[src/rtl/lin_uart_tx_pkg.sv]
package lin_uart_tx_pkg;
  localparam int MAX_W = 32;
  localparam int LEN_W = 6;

  typedef enum logic [1:0] {K_CHAR, K_BREAK, K_SYNC, K_IDENT} kind_e;

  typedef struct packed {
    logic [MAX_W-1:0] bits;
    logic [LEN_W-1:0] len;
  } frame_t;

  function automatic logic [3:0] size_bits(input logic [2:0] code);
    case (code)
      3'd1:    return 4'd9;
      3'd5:    return 4'd5;
      3'd6:    return 4'd6;
      3'd7:    return 4'd7;
      default: return 4'd8;
    endcase
  endfunction

  function automatic logic parity_of(input logic [8:0] d, input logic [3:0] n,
                                     input logic odd);
    logic       p;
    logic [8:0] s;
    p = odd;
    s = d;
    for (int i = 0; i < 9; i++) begin
      if (i < int'(n)) p = p ^ s[0];
      s = s >> 1;
    end
    return p;
  endfunction

  function automatic frame_t char_frame(input logic [8:0] d, input logic [3:0] n,
                                        input logic pe, input logic odd,
                                        input logic two);
    frame_t     f;
    logic [4:0] pos;
    logic [8:0] s;
    f.bits    = '1;
    f.bits[0] = 1'b0;
    pos       = 5'd1;
    s         = d;
    for (int i = 0; i < 9; i++) begin
      if (i < int'(n)) begin
        f.bits[pos] = s[0];
        pos         = pos + 5'd1;
      end
      s = s >> 1;
    end
    if (pe) begin
      f.bits[pos] = parity_of(d, n, odd);
      pos         = pos + 5'd1;
    end
    pos   = pos + (two ? 5'd2 : 5'd1);
    f.len = {1'b0, pos};
    return f;
  endfunction

  function automatic frame_t break_frame(input int low);
    frame_t f;
    f.bits = {MAX_W{1'b1}} << low;
    f.len  = LEN_W'(low + 1);
    return f;
  endfunction
endpackage

[src/rtl/lin_uart_tx_framer.sv]
module lin_uart_tx_framer
  import lin_uart_tx_pkg::*;
#(
  parameter int BREAK_BITS = 13
) (
  input  kind_e       kind,
  input  logic [8:0]  data,
  input  logic [2:0]  size_code,
  input  logic        par_en,
  input  logic        par_odd,
  input  logic        two_stop,
  output frame_t      frame
);
  always_comb begin
    case (kind)
      K_BREAK: frame = break_frame(BREAK_BITS);
      K_SYNC:  frame = char_frame(9'h055, 4'd8, 1'b0, 1'b0, 1'b0);
      K_IDENT: frame = char_frame({1'b0, data[7:0]}, 4'd8, 1'b0, 1'b0, 1'b0);
      default: frame = char_frame(data, size_bits(size_code), par_en, par_odd, two_stop);
    endcase
  end
endmodule

[src/rtl/lin_uart_tx_shifter.sv]
module lin_uart_tx_shifter #(
  parameter int W  = 32,
  parameter int LW = 6
) (
  input  logic          clk,
  input  logic          rst_n,
  input  logic          tick,
  input  logic          load,
  input  logic [W-1:0]  frame_bits,
  input  logic [LW-1:0] frame_len,
  output logic          txd,
  output logic          active,
  output logic          done
);
  logic [W-1:0]  sh;
  logic [LW-1:0] cnt;

  assign active = (cnt != '0);
  assign done   = tick && (cnt == LW'(1));
  assign txd    = active ? sh[0] : 1'b1;

  always_ff @(posedge clk or negedge rst_n) begin
    if (!rst_n) begin
      sh  <= '1;
      cnt <= '0;
    end else if (load) begin
      sh  <= frame_bits;
      cnt <= frame_len;
    end else if (tick && active) begin
      sh  <= {1'b1, sh[W-1:1]};
      cnt <= cnt - LW'(1);
    end
  end

  // the line holds its level between baud ticks
  assert_hold_between_ticks_R9: assert property (@(posedge clk) disable iff (!rst_n)
    (!tick && !load) |=> $stable(txd));
endmodule

[src/rtl/lin_uart_tx.sv]
module lin_uart_tx
  import lin_uart_tx_pkg::*;
#(
  parameter int BREAK_BITS = 13
) (
  input  logic       clk,
  input  logic       rst_n,
  input  logic       baud_tick,
  input  logic       wr_valid,
  input  logic [8:0] wr_data,
  input  logic [2:0] cfg_size,
  input  logic       cfg_parity_en,
  input  logic       cfg_parity_odd,
  input  logic       cfg_two_stop,
  input  logic [1:0] cfg_hdr_cmd,
  input  logic       tx_enable,
  output logic       txd,
  output logic       busy
);
  typedef enum logic [2:0] {ST_IDLE, ST_CHAR, ST_BREAK, ST_SYNC, ST_IDENT} state_e;

  state_e     state, nxt;
  logic [8:0] data_q;
  logic [2:0] size_q;
  logic       pe_q, odd_q, two_q;
  logic [1:0] hdr_q;

  logic       accept, load, frame_done, shifter_active;
  kind_e      kind;
  frame_t     frame;

  assign busy   = (state != ST_IDLE);
  assign accept = wr_valid && tx_enable && !busy;

  always_comb begin
    nxt  = state;
    load = 1'b0;
    if (accept) begin
      nxt  = (cfg_hdr_cmd == 2'd1 || cfg_hdr_cmd == 2'd2) ? ST_BREAK : ST_CHAR;
      load = 1'b1;
    end else if (frame_done) begin
      case (state)
        ST_BREAK: begin
          nxt  = (hdr_q == 2'd2) ? ST_SYNC : ST_IDLE;
          load = (hdr_q == 2'd2);
        end
        ST_SYNC: begin
          nxt  = ST_IDENT;
          load = 1'b1;
        end
        default: nxt = ST_IDLE;
      endcase
    end
  end

  always_comb begin
    case (nxt)
      ST_BREAK: kind = K_BREAK;
      ST_SYNC:  kind = K_SYNC;
      ST_IDENT: kind = K_IDENT;
      default:  kind = K_CHAR;
    endcase
  end

  always_ff @(posedge clk or negedge rst_n) begin
    if (!rst_n) begin
      state  <= ST_IDLE;
      data_q <= '0;
      size_q <= '0;
      pe_q   <= 1'b0;
      odd_q  <= 1'b0;
      two_q  <= 1'b0;
      hdr_q  <= '0;
    end else begin
      state <= nxt;
      if (accept) begin
        data_q <= wr_data;
        size_q <= cfg_size;
        pe_q   <= cfg_parity_en;
        odd_q  <= cfg_parity_odd;
        two_q  <= cfg_two_stop;
        hdr_q  <= cfg_hdr_cmd;
      end
    end
  end

  lin_uart_tx_framer #(.BREAK_BITS(BREAK_BITS)) u_framer (
    .kind      (kind),
    .data      (accept ? wr_data : data_q),
    .size_code (accept ? cfg_size : size_q),
    .par_en    (accept ? cfg_parity_en : pe_q),
    .par_odd   (accept ? cfg_parity_odd : odd_q),
    .two_stop  (accept ? cfg_two_stop : two_q),
    .frame     (frame)
  );

  lin_uart_tx_shifter #(.W(MAX_W), .LW(LEN_W)) u_shift (
    .clk        (clk),
    .rst_n      (rst_n),
    .tick       (baud_tick),
    .load       (load),
    .frame_bits (frame.bits),
    .frame_len  (frame.len),
    .txd        (txd),
    .active     (shifter_active),
    .done       (frame_done)
  );

  // an idle block keeps the line high and its shifter empty
  assert_idle_line_high_R1: assert property (@(posedge clk) disable iff (!rst_n)
    !busy |-> (txd && !shifter_active));
  // a taken write starts a low start bit or break at once
  assert_accept_starts_low_R2: assert property (@(posedge clk) disable iff (!rst_n)
    accept |=> (busy && !txd));
  // a write without enable leaves the block idle
  assert_disabled_write_ignored_R2: assert property (@(posedge clk) disable iff (!rst_n)
    (wr_valid && !tx_enable && !busy) |=> !busy);
  // the sync field follows the break without a gap
  assert_sync_follows_break_R7: assert property (@(posedge clk) disable iff (!rst_n)
    (state == ST_BREAK && frame_done && hdr_q == 2'd2) |=> (state == ST_SYNC && !txd));
  // busy falls only at the end of a frame, whatever the enable does
  assert_no_abort_R8: assert property (@(posedge clk) disable iff (!rst_n)
    (busy && !frame_done) |=> busy);
endmodule

[config.mk]
export PLATFORM = sky130hd
export DESIGN_NAME = lin_uart_tx
export DESIGN_NICKNAME = d
export VERILOG_FILES = /design/src/rtl/lin_uart_tx_pkg.sv /design/src/rtl/lin_uart_tx_framer.sv /design/src/rtl/lin_uart_tx_shifter.sv /design/src/rtl/lin_uart_tx.sv
export SDC_FILE = /design/constraint.sdc
export NUM_CORES = 1
export LEC_CHECK = 0
export BUFFER_PORTS_ARGS = -buffer_cell sky130_fd_sc_hd__buf_4
export CAP_MARGIN = 40
export CORE_ASPECT_RATIO = 0.75
export CORE_MARGIN = 2
export CORE_UTILIZATION = 28
export CTS_BUF_LIST = sky130_fd_sc_hd__clkbuf_16
export DETAILED_ROUTE_END_ITERATION = 8
export GPL_ROUTABILITY_DRIVEN = 0
export PLACE_DENSITY = 0.49
export SYNTH_ARGS = -nofsm -noshare
export SYNTH_HDL_FRONTEND = slang
export SYNTH_SLANG_ARGS = --single-unit
[constraint.sdc]
create_clock -name clk -period 3.95 [get_ports clk]
set_input_delay 0.5925 -clock clk [delete_from_list [all_inputs] [get_ports clk]]
set_output_delay 0.5925 -clock clk [all_outputs]
set_load 0.03 [all_outputs]
# ---- Yosys cells after proc, flatten, opt, wreduce, memory -nomap -nowiden
# Index checks and enable logic that the tools add are counted.
dict set report word_totals {
  wordCells 272
  out_inout_bits 2
  inputBits 22
  reg_bits 58
}
dict set report classes {
  n_reduce_logical 26
  n_eq_ne 16
  n_addsub 19
  mux 152
  bitwise_logic 9
  order_cmp 41
}
# operator count
set op_table {}
lappend op_table {{two-way mux 32 bit} 25}
lappend op_table {{bitwise mux 32 bit} 16}
lappend op_table {{two-way mux 5 bit} 27}
lappend op_table {{one-hot mux 38 bit (3 select lines)} 1}
lappend op_table {{less-than comparator 5 x 6 -> 1 bit (second input constant)} 16}
lappend op_table {{adder 5 x 1 -> 5 bit (second input constant)} 17}
lappend op_table {{demux 1 bit (select 5 bit)} 16}
lappend op_table {{>= comparator 5 x 1 -> 1 bit (second input constant)} 16}
lappend op_table {{two-way mux 1 bit} 52}
lappend op_table {{logical AND 1 bit} 20}
lappend op_table {{less-than comparator 3 x 4 -> 1 bit (first input constant)} 4}
lappend op_table {{one-hot mux 4 bit (4 select lines)} 1}
lappend op_table {{equality test 3 x 2 -> 1 bit (second input constant)} 4}
lappend op_table {{equality test 3 bit (second input constant)} 4}
lappend op_table {{two-way mux 6 bit} 2}
lappend op_table {{two-way mux 3 bit} 3}
lappend op_table {{two-way mux 9 bit} 1}
lappend op_table {{XOR 1 bit} 9}
lappend op_table {{equality test 2 bit (second input constant)} 4}
lappend op_table {{less-than comparator 1 x 4 -> 1 bit (first input constant)} 2}
lappend op_table {{less-than comparator 2 x 4 -> 1 bit (first input constant)} 2}
lappend op_table {{two-way mux 2 bit} 4}
lappend op_table {{equality test 6 x 1 -> 1 bit (second input constant)} 1}
lappend op_table {{one-hot mux 2 bit (3 select lines)} 1}
lappend op_table {{14 further kinds} 15}

# ---- Depth between registers and ports, before layout
# Gate-level depths: netlist of the first run.
dict set report logic_depth {
  ltp_word 50
  depth_mapped 20
  mapped_depth_nobuf 20
}

# ---- Hierarchy
# From an unflattened synthesis of the first run, not the netlist that was laid out.
dict set report hier_totals {
  hier_cells 674
  area_unflattened_um2 5454.0
}
# module area_each_um2 cells_per_inst seq_area_each_um2 n_inst
set by_module_without_submodules {}
lappend by_module_without_submodules {lin_uart_tx_shifter 2602.5 336 991.0 1}
lappend by_module_without_submodules {lin_uart_tx_framer 1900.6 274 0.0 1}
lappend by_module_without_submodules {lin_uart_tx 950.9 64 500.5 1}

# ---- Least setup slack after synthesis of the first run
# No wires, ideal clock.
dict set report synth_timing {
  kind {input port to flip-flop}
  start {input port wr_valid}
  end {register u_shift.cnt[2]}
  setup_time_ns 0.137
  required_time_ns 3.813
  cell_stages 17
  n_path_buf 0
  arrival_time_ns 4.040
  slack_ns -0.227
  cell_sequence {nand2_1 -> nor2_2 -> a31oi_1 -> xnor2_1 -> ha_1 -> and3_1 -> ha_1 -> inv_1 -> nand3_1 -> nand2_1 -> o21ai_0 -> inv_1 -> fa_1 -> inv_1 -> xnor3_1 -> a31oi_1 -> a21oi_1}
}
dict set report synth_between {
  elab_chain_cells 39
  elab_cells_between_ends 63
  cone_classes {10 x add/sub; 9 x order compare; 10 x eq/ne; 31 x mux; 3 x reduce/logical}
}
# item line
set synth_lines {}
lappend synth_lines {{start: declaration} lin_uart_tx.sv:9} ;# input logic wr_valid,
lappend synth_lines {{logical AND 1 bit (*) (2 in a row)} lin_uart_tx.sv:33} ;# assign accept = wr_valid && tx_enable && !busy;
lappend synth_lines {{two-way mux 3 bit} --}
lappend synth_lines {{equality test 3 bit / equality test 3 x 1 -> 1 bit (equally long branches)} lin_uart_tx_pkg.sv:13} ;# case (code)
lappend synth_lines {{one-hot mux 4 bit (4 select lines)} lin_uart_tx_pkg.sv:13}
lappend synth_lines {{two-way mux 4 bit} lin_uart_tx_framer.sv:15} ;# case (kind)
lappend synth_lines {{less-than comparator 1 x 4 -> 1 bit} lin_uart_tx_pkg.sv:46} ;# if (i < int'(n)) begin
lappend synth_lines {{two-way mux 2 bit} lin_uart_tx_pkg.sv:46}
lappend synth_lines {{two-way mux 5 bit} lin_uart_tx_framer.sv:15}
lappend synth_lines {{[22 not listed]} --}
lappend synth_lines {{two-way mux 5 bit} lin_uart_tx_pkg.sv:46}
lappend synth_lines {{two-way mux 5 bit} lin_uart_tx_framer.sv:15}
lappend synth_lines {{adder 5 x 1 -> 5 bit} lin_uart_tx_pkg.sv:54} ;# pos = pos + 5'd1;
lappend synth_lines {{two-way mux 5 bit} lin_uart_tx_pkg.sv:52} ;# if (pe) begin
lappend synth_lines {{two-way mux 5 bit} lin_uart_tx_framer.sv:15}
lappend synth_lines {{adder 5 bit} lin_uart_tx_pkg.sv:56} ;# pos = pos + (two ? 5'd2 : 5'd1);
lappend synth_lines {{one-hot mux 38 bit (3 select lines)} lin_uart_tx_framer.sv:15}
lappend synth_lines {{two-way mux 6 bit} lin_uart_tx_shifter.sv:26} ;# end else if (load) begin
lappend synth_lines {{end signal: assignment} lin_uart_tx_shifter.sv:28} ;# cnt <= frame_len;
lappend synth_lines {{end signal: assignment} lin_uart_tx_shifter.sv:31} ;# cnt <= cnt - LW'(1);
lappend synth_lines {{end: declaration} lin_uart_tx_shifter.sv:16} ;# logic [LW-1:0] cnt;
# Mark *: on every way between the ends. The rest lies on a longest branch, timed or not. The select of a mux whose other input is x is not followed.
# A chain may end at the register's enable or synchronous reset.

# ---- Final worst setup path of the first run
dict set report layout_timing {
  start {register state[1]}
  end {register u_shift.sh[12]}
}
dict set report layout_between {
  elab_chain_cells 47
  elab_cells_between_ends 186
  cone_classes {8 x add/sub; 27 x order compare; 12 x eq/ne; 117 x mux; 9 x bitwise; 13 x reduce/logical}
}
# item line
set layout_lines {}
lappend layout_lines {{start: declaration} lin_uart_tx.sv:22} ;# state_e state, nxt;
lappend layout_lines {{start signal: assignment} lin_uart_tx.sv:75} ;# state <= nxt;
lappend layout_lines {{parallel branches: the longest is 47 deep, another holds adder 5 x 1 -> 5 bit} --}
lappend layout_lines {{end signal: assignment} lin_uart_tx_shifter.sv:27} ;# sh <= frame_bits;
lappend layout_lines {{end signal: assignment} lin_uart_tx_shifter.sv:30} ;# sh <= {1'b1, sh[W-1:1]};
lappend layout_lines {{end: declaration} lin_uart_tx_shifter.sv:15} ;# logic [W-1:0] sh;
# Several ways; the timed one is not identified. The select of a mux whose other input is x is not followed.

==> key figures, run 1 <==
Power and ir drop
  • Power, Total: 5.66 mW
  • Peak VDD IR: 644 uV
  • Leakage: 2.62 nW
  • Pwr Density: 948 nW/um^2

Logic synthesis
  • Sequential-to-total area share from yosys stat: 0.315
  • FFs w/ async S/R, synth: 1.00
  • Yosys warnings: 0
  • Syn Area/Cell: 8.09 um^2
  • Post-synthesis register bit count: 58
  • Ys flop type: dfstp_2
  • Top area cells in the synthesized netlist: dfstp_2, dfrtp_1, nand2_1
  • Top post-synthesis cells by count: nand2_1, a21oi_1, dfstp_2, nand3_1, o21ai_0
  • Synth unique cells: 80
  • Area leader, netlist: dfstp_2
  • Netlist Area Pre-Place: 4740 um^2
  • Syn Inst Count: 586
  • Top-count cell post-synth: nand2_1
  • Post-synth EDFFs: 0
  • Yosys top cell area share: 0.177

Placed design
  • Placed instance area: 5630 um^2
  • Port Buf Inserts: 23
  • Hpwl dp: 13.3 mm
  • Pre-CTS WS: -0.150 ns

GRT
  • Global-route wire length before repair: 27.6 mm
  • Vias in the first global route: 4789
  • Largest net degree at the start of global routing: 59
  • Global route total overflow: 0
  • Gr usage total: 0.202
  • Initial antenna violation count: 0

Route
  • 1st-pass router iterations: 5
  • Avg Vias per Cell: 5.64
  • Vias: 4970
  • Post-route ant nets: 0
  • Drt drc: 0
  • DRT Wirelength: 17.7 mm
  • DR WL/cell: 20.1 um
  • Starting DRC count in detailed routing: 473

Critical path
  • CP required: 4.21 ns
  • Worst setup EP type: flip-flop
  • CP Class: flip-flop to flip-flop
  • Arrival time at the worst endpoint: 4.00 ns
  • Crit Path Max Fanout: 4
  • Worst r2r path cells: 16
  • Crit path launch type: flip-flop

Clock tree
  • Clock-pin slew on the worst setup and hold paths: 0.06 ns
  • CTS tree: built
  • Root buf cell: clkbuf_16
  • Clock latency on the worst-skew pair: 0.34 ns
  • Hold-fix buffers at CTS: 0
  • Clock net sink count: 58
  • H-tree depth: 3
  • Num CTS Buffers: 9
  • Clock Tree Buf Depth: 2

Final layout
  • Layout area overhead: 25.8%
  • Layout cells sized above 1: 0.261
  • Fin nets: 697
  • Final Cell Area: 5970 um^2
  • N_diodes: 0
  • Filler cell count in the final layout: 1732

Timing
  • Setup TNS: 0 ns
  • Final hold vios: 0
  • # setup viols final: 0
  • Pins Over Slew Limit: 0
  • Tmin final: 3.73 ns
  • RSZ-0062 raised after global routing: false
  • Final worst setup slack: 0.219 ns
  • Slew at the pin closest to its max-slew limit: 0.820 ns
  • Highest Clock Rate: 0.268 GHz
  • Clock Skew: 0.0100 ns
  • Slew headroom: 0.453
  • Final worst path period share: 0.944

Die
  • Core area: 16700 um^2
  • Initial core utilization: 0.284
  • Die ar.: 18000 um^2
  • IO Count: 24
  • DIE WIDTH: 154 um
  • Die height: 117 um
  • Std-Cell Rows: 41

Status
  • Run status: complete, no violations

Flow run
  • Max-Cap Viols: 0

Hold path
  • Hold Crit Class: primary input to async pin
-- through the flow --
| stage | hold slack [ns] | utilization | instances |
|---|---|---|---|
| 4_1_cts | 0.368 | 0.354 | 880 |
| 5_1_grt | 0.388 | 0.358 | 881 |
| 2_1_floorplan | 0.297 | - | 590 |
| 3_5_place_dp | 0.471 | 0.338 | 864 |
| 6_report | 0.314 | 0.358 | 881 |
| 3_3_place_gp | 0.465 | 0.338 | 864 |
-- state kept, by name, summed over array words and instances (netlist names) --
| name | cells |
|---|---|
| u_shift.cnt | 6 |
| size_q | 3 |
| pe_q | 1 |
| odd_q | 1 |
| hdr_q | 2 |
| two_q | 1 |
| data_q | 9 |
| u_shift.sh | 32 |
| state | 3 |
-- placed cells by master (no fill, tap or decap), types with 9 or more instances in the layout --
cell type,count
nor2_1,27
dfstp_2,32
inv_1,24
buf_4,91
clkbuf_16,9
and2_1,9
mux2i_1,23
a21oi_1,39
xnor2_1,13
a31oi_1,15
nor3_1,10
nand4_1,11
dfrtp_1,24
nand2_1,98
ha_1,13
nand3_1,31
o21ai_0,29
-- power breakdown --
group	internal (mW)	total (mW)	switching [mW]
logic	1.54	3.76	2.23
registers	0.972	1.16	0.192
clock network	0.423	0.731	0.308
-- area by class of cell --
type	count	area [um^2]	share of cell area
multi-input cells	473	3130	0.524
flip-flops and latches	58	1490	0.250
repair buffers	92	703	0.118
well taps	215	269	0.0451
clock buffers	9	225	0.0378
inverters	27	101	0.0170
clock inverters	7	46.3	0.00776
-- worst max-delay path, cell delays in order (launching register included) --
cell and delay (ns):
dfrtp_2 0.42, nor3_4 0.25, buf_4 0.18, a211oi_2 0.08
a31oi_4 0.18, xnor2_2 0.09, ha_1 0.30, and3_4 0.20
inv_1 0.06, ha_1 0.24, xor2_2 0.19, and3_1 0.22
nor3_2 0.22, buf_4 0.15, o211ai_1 0.15, or4_1 0.52
a32oi_1 0.21
-- layer usage --
layer	share of wire	vias up	wire [um]	track usage
met5	0	-	0	0
met4	0.013	0	223	0.0512
met3	0.095	15	1680	0.0501
met2	0.40	244	7010	0.283
met1	0.50	2401	8760	0.305
li1	-	2310	-	-
-- path summary, 6_finish.rpt --
kind                                     start             end  slack (ns)
worst max-delay path                  state[1]  u_shift.sh[12]        0.22
worst min register to register  u_shift.sh[14]  u_shift.sh[14]        0.47
max in group asynchronous                rst_n        state[1]        3.01
worst min-delay path                     rst_n       data_q[7]        0.31
min in group clk                cfg_parity_odd           odd_q        0.46
worst max register to register        state[1]  u_shift.sh[12]        0.22
-- cell families after synthesis --
group / count (synthesis) / synth area share
buffers and inverters: 59 / 0.0483
adder cells (fa/ha/maj): 14 / 0.0385
multiplexers: 27 / 0.0628
AND/OR/NAND/NOR: 233 / 0.239
AO/OA/AOI/OAI: 171 / 0.248
XOR/XNOR: 22 / 0.0467
flip-flops: 58 / 0.315
other: 2 / 0.00158
-- timing repair --
action / CTS / global route
pin swaps: 0 / 7
endpoints found under the setup margin: 3 / 12
buffers inserted: 0 / 1
resized for setup: 2 / 15
Note: power is estimated with default switching activity, not from simulation.
==> run 2: changes to the inputs <==
- clock period: 3.95 -> 3.09 ns (I/O delays scaled with it)
==> run 2 against run 1 <==
  * The run now ends with setup timing left
  * First-iteration DRC count up 25%
  * Clock-buffer cell count unchanged
  * Power up 70%
  * Sequential power up 26%
  * Cell count up 9.2%
  * Sequential cell count unchanged
  * Critical path depth up 4
  * Non-clock buffer count up 81
  * Clock skew up 0.0029 ns
  * Utilization up 6.7 points
  * Die area unchanged
  * Via count up 6.4%
  * Largest power group unchanged
==> key figures, run 2 (synthesized netlist as in run 1, its figures left out) <==
Power and ir drop
  • Comb pwr share: 0.755 (was 0.665)
  • Switching Share: 0.460 (was 0.482)
  • Switching Power: 4.42 mW (was 2.73 mW)
  • Clock network fraction of total power: 0.093 (was 0.129)
  • Peak VDD IR: 778 uV (was 644 uV)
  • Pwr Density: 1350 nW/um^2 (was 948 nW/um^2)
  • Internal power: 5.18 mW (was 2.93 mW)
  • Power, Total: 9.60 mW (was 5.66 mW)
  • Reg power frac: 0.152 (was 0.206)
  • Leakage: 3.16 nW (was 2.62 nW)

Final layout
  • Fin nets: 778 (was 697)
  • N_diodes: 0 (unchanged)
  • Layout cells sized above 1: 0.408 (was 0.261)
  • Most flops, register: u_shift.sh (unchanged)
  • Filler cell count in the final layout: 1650 (was 1732)
  • Layout area overhead: 49.5% (was 25.8%)
  • Max reg flops: 32 (unchanged)
  • Final non-filler cell total: 962 (was 881)
  • Most frequent cells in the layout: buf_4, nand2_1, a21oi_1 (was nand2_1, buf_4, a21oi_1)
  • Largest registers: u_shift.sh x32, data_q x9, u_shift.cnt x6 (unchanged)
  • Finished Core Util: 0.425 (was 0.358)
  • Most common cell after layout, fill and taps aside: buf_4 (was nand2_1)

Timing
  • Final worst path period share: 1.16 (was 0.944)
  • RSZ-0062 raised after global routing: true (was false)
  • # setup viols final: 28 (was 0)
  • Slew headroom: 0.482 (was 0.453)
  • Slew at the pin closest to its max-slew limit: 0.778 ns (was 0.820 ns)
  • Final worst setup slack: -0.506 ns (was 0.219 ns)
  • Hold slack: 0.189 ns (was 0.314 ns)
  • Pins Over Slew Limit: 0 (unchanged)
  • Final hold vios: 0 (unchanged)
  • Highest Clock Rate: 0.278 GHz (was 0.268 GHz)
  • Clock Skew: 0.0129 ns (was 0.0100 ns)
  • Tmin final: 3.60 ns (was 3.73 ns)

Critical path
  • Delay of the slowest cell on the worst path: 0.40 ns (was 0.52 ns)
  • Arrival time at the worst endpoint: 3.80 ns (was 4.00 ns)
  • CP Class: flip-flop to flip-flop (unchanged)
  • Crit-path leading delay family: adder cells (was simple AND/OR/NAND/NOR gates)
  • Worst path cell trace: nor3_4 > inv_2 > nor2_4 > a31oi_4 > xnor2_2 > ha_1 > and3_4 > ha_4 > inv_4 > nand3_4 > nand2_4 > o21ai_4 > inv_2 > fa_2 > inv_4 > o2111a_1 > a32o_2 > nor4_2 > a221oi_2 > nor3_1 (was nor3_4 > buf_4 > a211oi_2 > a31oi_4 > xnor2_2 > ha_1 > and3_4 > inv_1 > ha_1 > xor2_2 > and3_1 > nor3_2 > buf_4 > o211ai_1 > or4_1 > a32oi_1)
  • CP max-delay cell: dfrtp_1 (was or4_1)
  • Crit path launch type: flip-flop (unchanged)
  • Bufs and invs on worst path: 4 (was 3)
  • Worst setup EP type: flip-flop (unchanged)
  • CP required: 3.30 ns (was 4.21 ns)
  • Crit Path Max Fanout: 3 (was 4)

Die
  • Die ar.: 18000 um^2 (unchanged)
  • DIE WIDTH: 154 um (unchanged)
  • IO Count: 24 (unchanged)
  • Std-Cell Rows: 41 (unchanged)
  • Core area: 16700 um^2 (unchanged)
  • Die height: 117 um (unchanged)
  • Initial core utilization: 0.284 (unchanged)

GRT
  • Global-route wire length before repair: 29.7 mm (was 27.6 mm)
  • Vias in the first global route: 5276 (was 4789)
  • Largest net degree at the start of global routing: 59 (unchanged)
  • Initial antenna violation count: 0 (unchanged)
  • Gr usage total: 0.214 (was 0.202)
  • Global route total overflow: 0 (unchanged)

Placed design
  • Placed cells: 921 (was 864)
  • Port Buf Inserts: 23 (unchanged)
  • Hpwl dp: 14.1 mm (was 13.3 mm)
  • Pre-CTS WS: -0.605 ns (was -0.150 ns)

Clock tree
  • Clock latency on the worst-skew pair: 0.34 ns (about the same)
  • H-tree depth: 3 (unchanged)
  • Root buf cell: clkbuf_16 (unchanged)
  • Clock-pin slew on the worst setup and hold paths: 0.06 ns (about the same)
  • Clock net sink count: 58 (unchanged)
  • Clock Tree Buf Depth: 2 (unchanged)
  • Num CTS Buffers: 9 (unchanged)
  • CTS tree: built (unchanged)

Route
  • 1st-pass router iterations: 5 (unchanged)
  • Post-route ant nets: 0 (unchanged)
  • Avg Vias per Cell: 5.50 (was 5.64)
  • DRT Wirelength: 18.7 mm (was 17.7 mm)
  • DR WL/cell: 19.5 um (was 20.1 um)
  • Drt drc: 0 (unchanged)
  • Starting DRC count in detailed routing: 591 (was 473)
  • Vias: 5288 (was 4970)

Status
  • Run status: complete, but fails checks (was complete, no violations)
  • Failing checks: setup timing

Hold path
  • Hold Crit Class: primary input to async pin (unchanged)

Flow run
  • Max-Cap Viols: 0 (unchanged)
run 2: changes by cell type in the layout (fill, tap and decap cells not counted), moves of 4 or more:
cell      change
o21ai_0       -5
o21ai_1       +4
buf_12        +5
a21oi_1       -4
ha_1          -4
nand2_1       -7
buf_6        +14
a211oi_1      -4
nand2_2       +4
buf_4        +62
nand3_1       -4
ha_4          +4
run 2: worst paths after layout:
kind | from | to | slack, ns | depth (start not counted)
worst min-delay path | rst_n | data_q[2] | 0.19 | 1
min in group clk | cfg_hdr_cmd[1] | hdr_q[1] | 0.34 | 3
worst max register to register | state[2] | u_shift.cnt[4] | -0.51 | 20
worst max-delay path | state[2] | u_shift.cnt[4] | -0.51 | 20
worst min register to register | u_shift.sh[19] | u_shift.sh[19] | 0.47 | 2
max in group asynchronous | rst_n | data_q[7] | 2.36 | 1
run 2: layer usage:
layer  global-route usage  vias up  part of all wire
met5                    0        -                 0
met1                0.309     2567              0.48
met4               0.0407        0             0.012
li1                     -     2486                 -
met3               0.0501       20             0.083
met2                0.330      215              0.42
run 2: repair_timing:
item / CTS / global route
buffers inserted: 17 / 10
pin swaps: 29 / 32
setup endpoints to repair: 28 / 28
hold buffers: 0 / 0
gates resized for setup: 58 / 30
hold endpoints to repair: 0 / 0
run 2: power groups by stage:
stage | clock [mW] | sequential (mW) | combinational [mW]
3_5_place_dp | 0 | 1.46 | 5.47
3_3_place_gp | 0 | 1.45 | 5.42
2_1_floorplan | 0 | 1.40 | 2.96
5_1_grt | 0.944 | 1.50 | 7.71
6_report | 0.890 | 1.46 | 7.25
4_1_cts | 0.907 | 1.46 | 6.48
run 2: layout make-up:
class                           instances  area, um^2  area share
Multi-Input combinational cell        473        3530       0.499
Sequential cell                        58        1490       0.210
Timing Repair Buffer                  173        1430       0.201
Tap cell                              215         269      0.0380
Clock buffer                            9         225      0.0318
Inverter                               27         109      0.0154
Clock inverter                          7        31.3     0.00441
run 2: stage by stage:
step	cell area [um^2]	setup TNS [ns]
6_report	7090	-8.89
5_1_grt	7090	-13.42
4_1_cts	6870	-8.06
3_5_place_dp	6220	-10.89
3_3_place_gp	6220	-9.53
2_1_floorplan	4950	-0.797
==> run 3: changes to the inputs <==
- CELL_PAD_IN_SITES_DETAIL_PLACEMENT: default -> 0
- CELL_PAD_IN_SITES_GLOBAL_PLACEMENT: default -> 1
- PLACE_DENSITY: 0.49 -> 0.6
- SKIP_CTS_REPAIR_TIMING: default -> 1
==> run 3 against run 2 <==
  * Cell count fell by 1.0%
  * Register-to-register slack lost 0.13 ns
  * The flow still finishes with violations (setup timing)
  * Critical path type unchanged
  * Sequential cell count did not move
  * Maximum frequency decreased by 3.5%
  * Wire length grew 3.9%
  * Clock skew shrank 0.0053 ns
==> key figures, run 3 (synthesized netlist as in run 1, its figures left out) <==
Route
  • 1st-pass router iterations: 5 (unchanged)
  • Starting DRC count in detailed routing: 422 (was 591)
  • Vias: 5252 (was 5288)
  • Drt drc: 0 (unchanged)
  • DR WL/cell: 20.4 um (was 19.5 um)
  • Post-route ant nets: 0 (unchanged)
  • Avg Vias per Cell: 5.52 (was 5.50)
  • DRT Wirelength: 19.4 mm (was 18.7 mm)

Critical path
  • CP Class: flip-flop to flip-flop (unchanged)
  • Crit Path Max Fanout: 4 (was 3)
  • Worst path cell trace: nor3_4 > buf_6 > a211oi_4 > a31oi_4 > xnor2_2 > ha_1 > and3_4 > buf_4 > inv_4 > ha_4 > xor2_2 > and3_4 > nor3_4 > buf_4 > o211ai_1 > or4_1 > a32oi_1 (was nor3_4 > inv_2 > nor2_4 > a31oi_4 > xnor2_2 > ha_1 > and3_4 > ha_4 > inv_4 > nand3_4 > nand2_4 > o21ai_4 > inv_2 > fa_2 > inv_4 > o2111a_1 > a32o_2 > nor4_2 > a221oi_2 > nor3_1)
  • CP max-delay cell: or4_1 (was dfrtp_1)
  • Crit path launch type: flip-flop (unchanged)
  • Worst setup EP type: flip-flop (unchanged)
  • Delay of the slowest cell on the worst path: 0.54 ns (was 0.40 ns)
  • CP required: 3.34 ns (was 3.30 ns)
  • Arrival time at the worst endpoint: 3.98 ns (was 3.80 ns)

Timing
  • Hold slack: 0.208 ns (was 0.189 ns)
  • Highest Clock Rate: 0.268 GHz (was 0.278 GHz)
  • Tmin final: 3.73 ns (was 3.60 ns)
  • Slew headroom: 0.463 (was 0.482)
  • RSZ-0062 raised after global routing: true (unchanged)
  • Clock Skew: 0.00756 ns (was 0.0129 ns)
  • Final hold vios: 0 (unchanged)
  • # setup viols final: 28 (unchanged)
  • Slew at the pin closest to its max-slew limit: 0.806 ns (was 0.778 ns)
  • Final worst setup slack: -0.638 ns (was -0.506 ns)
  • Pins Over Slew Limit: 0 (unchanged)
  • Final worst path period share: 1.21 (was 1.16)

Hold path
  • Hold Crit Class: primary input to async pin (unchanged)

GRT
  • Global-route wire length before repair: 30.2 mm (was 29.7 mm)
  • GR Util met2: 0.327 (was 0.330)
  • Met3 Use GR: 0.0434 (was 0.0501)
  • Largest net degree at the start of global routing: 59 (unchanged)
  • Global route total overflow: 0 (unchanged)
  • Gr usage total: 0.221 (was 0.214)
  • Global routing's busiest layer: met1 (was met2)
  • Initial antenna violation count: 0 (unchanged)
  • Vias in the first global route: 5141 (was 5276)
  • Met1 GRT Util: 0.334 (was 0.309)

Power and ir drop
  • Comb pwr share: 0.739 (was 0.755)
  • Peak VDD IR: 794 uV (was 778 uV)
  • Leakage: 3.04 nW (was 3.16 nW)
  • Clock network fraction of total power: 0.106 (was 0.093)
  • Power, Total: 9.40 mW (was 9.60 mW)
  • Reg power frac: 0.155 (was 0.152)
  • Switching Share: 0.453 (was 0.460)
  • Internal power: 5.14 mW (was 5.18 mW)
  • Pwr Density: 1360 nW/um^2 (was 1350 nW/um^2)
  • Switching Power: 4.26 mW (was 4.42 mW)

Die
  • IO Count: 24 (unchanged)
  • DIE WIDTH: 154 um (unchanged)
  • Core area: 16700 um^2 (unchanged)
  • Die ar.: 18000 um^2 (unchanged)
  • Std-Cell Rows: 41 (unchanged)
  • Die height: 117 um (unchanged)
  • Initial core utilization: 0.284 (unchanged)

Clock tree
  • Root buf cell: clkbuf_16 (unchanged)
  • Clock Tree Buf Depth: 2 (unchanged)
  • H-tree depth: 3 (unchanged)
  • Clock net sink count: 58 (unchanged)
  • Clock-pin slew on the worst setup and hold paths: 0.06 ns (about the same)
  • Num CTS Buffers: 9 (unchanged)
  • CTS tree: built (unchanged)
  • Clock latency on the worst-skew pair: 0.33 ns (was 0.34 ns)

Final layout
  • Most frequent cells in the layout: buf_4, nand2_1, a21oi_1 (unchanged)
  • Most flops, register: u_shift.sh (unchanged)
  • Layout area overhead: 45.3% (was 49.5%)
  • Layout cells sized above 1: 0.385 (was 0.408)
  • Final non-filler cell total: 952 (was 962)
  • N_diodes: 0 (unchanged)
  • Max reg flops: 32 (unchanged)
  • Fin nets: 768 (was 778)
  • Most common cell after layout, fill and taps aside: buf_4 (unchanged)
  • Finished Core Util: 0.413 (was 0.425)
  • Largest registers: u_shift.sh x32, data_q x9, u_shift.cnt x6 (unchanged)

Placed design
  • Hpwl dp: 14.8 mm (was 14.1 mm)
  • Pre-CTS WS: -0.606 ns (was -0.605 ns)
  • Placed cells: 919 (was 921)
  • Port Buf Inserts: 23 (unchanged)

Flow run
  • Max-Cap Viols: 0 (unchanged)

Status
  • Run status: complete, but fails checks (unchanged)
  • Failing checks: setup timing (unchanged)
[run 3: path summary, 6_finish.rpt]
kind / start / endpoint / slack [ns] / cells after the start
min: rst_n / odd_q / 0.21 / 1
max in group asynchronous: rst_n / data_q[7] / 2.33 / 1
min reg2reg: u_shift.sh[7] / u_shift.sh[7] / 0.47 / 2
min in group clk: cfg_hdr_cmd[1] / hdr_q[1] / 0.33 / 3
max reg2reg: state[1] / u_shift.sh[12] / -0.64 / 17
max: state[1] / u_shift.sh[12] / -0.64 / 17
[run 3: per-layer routing]
| metal | up-vias | share of wire |
|---|---|---|
| met2 | 206 | 0.42 |
| met3 | 14 | 0.080 |
| li1 | 2445 | - |
| met4 | 0 | 0.0087 |
| met5 | - | 0 |
| met1 | 2587 | 0.49 |
[run 3: critical path: cells and delay by family, from the launching register on]
| family | cells | cell delay [ns] |
|---|---|---|
| buf+inv | 4 | 0.44 |
| compound gates | 4 | 0.60 |
| simple gates | 5 | 1.46 |
| xor+xnor | 2 | 0.25 |
| flops | 1 | 0.41 |
| fa+ha+maj | 2 | 0.47 |
[run 3: area by class of cell]
| cell class | instances | area, um^2 |
|---|---|---|
| inverters | 27 | 106 |
| well taps | 215 | 269 |
| clock inverters | 7 | 62.6 |
| multi-input cells | 473 | 3430 |
| fillers | 1647 | 9780 |
| repair buffers | 163 | 1310 |
| clock buffers | 9 | 225 |
| flip-flops and latches | 58 | 1490 |
[run 3: power groups by stage]
| stage | sequential, mW | clock [mW] | combinational, mW |
|---|---|---|---|
| floorplan | 1.40 | 0 | 2.96 |
| global placement | 1.45 | 0 | 5.57 |
| detailed placement | 1.46 | 0 | 5.61 |
| CTS | 1.45 | 1.02 | 5.64 |
| global route | 1.51 | 1.05 | 7.41 |
| finish | 1.46 | 0.994 | 6.95 |
[run 3: metrics by stage]
stage / setup TNS (ns) / cell area (um^2)
CTS: -10.92 / 6480
global route: -15.88 / 6890
global placement: -10.34 / 6190
floorplan: -0.797 / 4950
detailed placement: -12.43 / 6190
finish: -11.87 / 6890
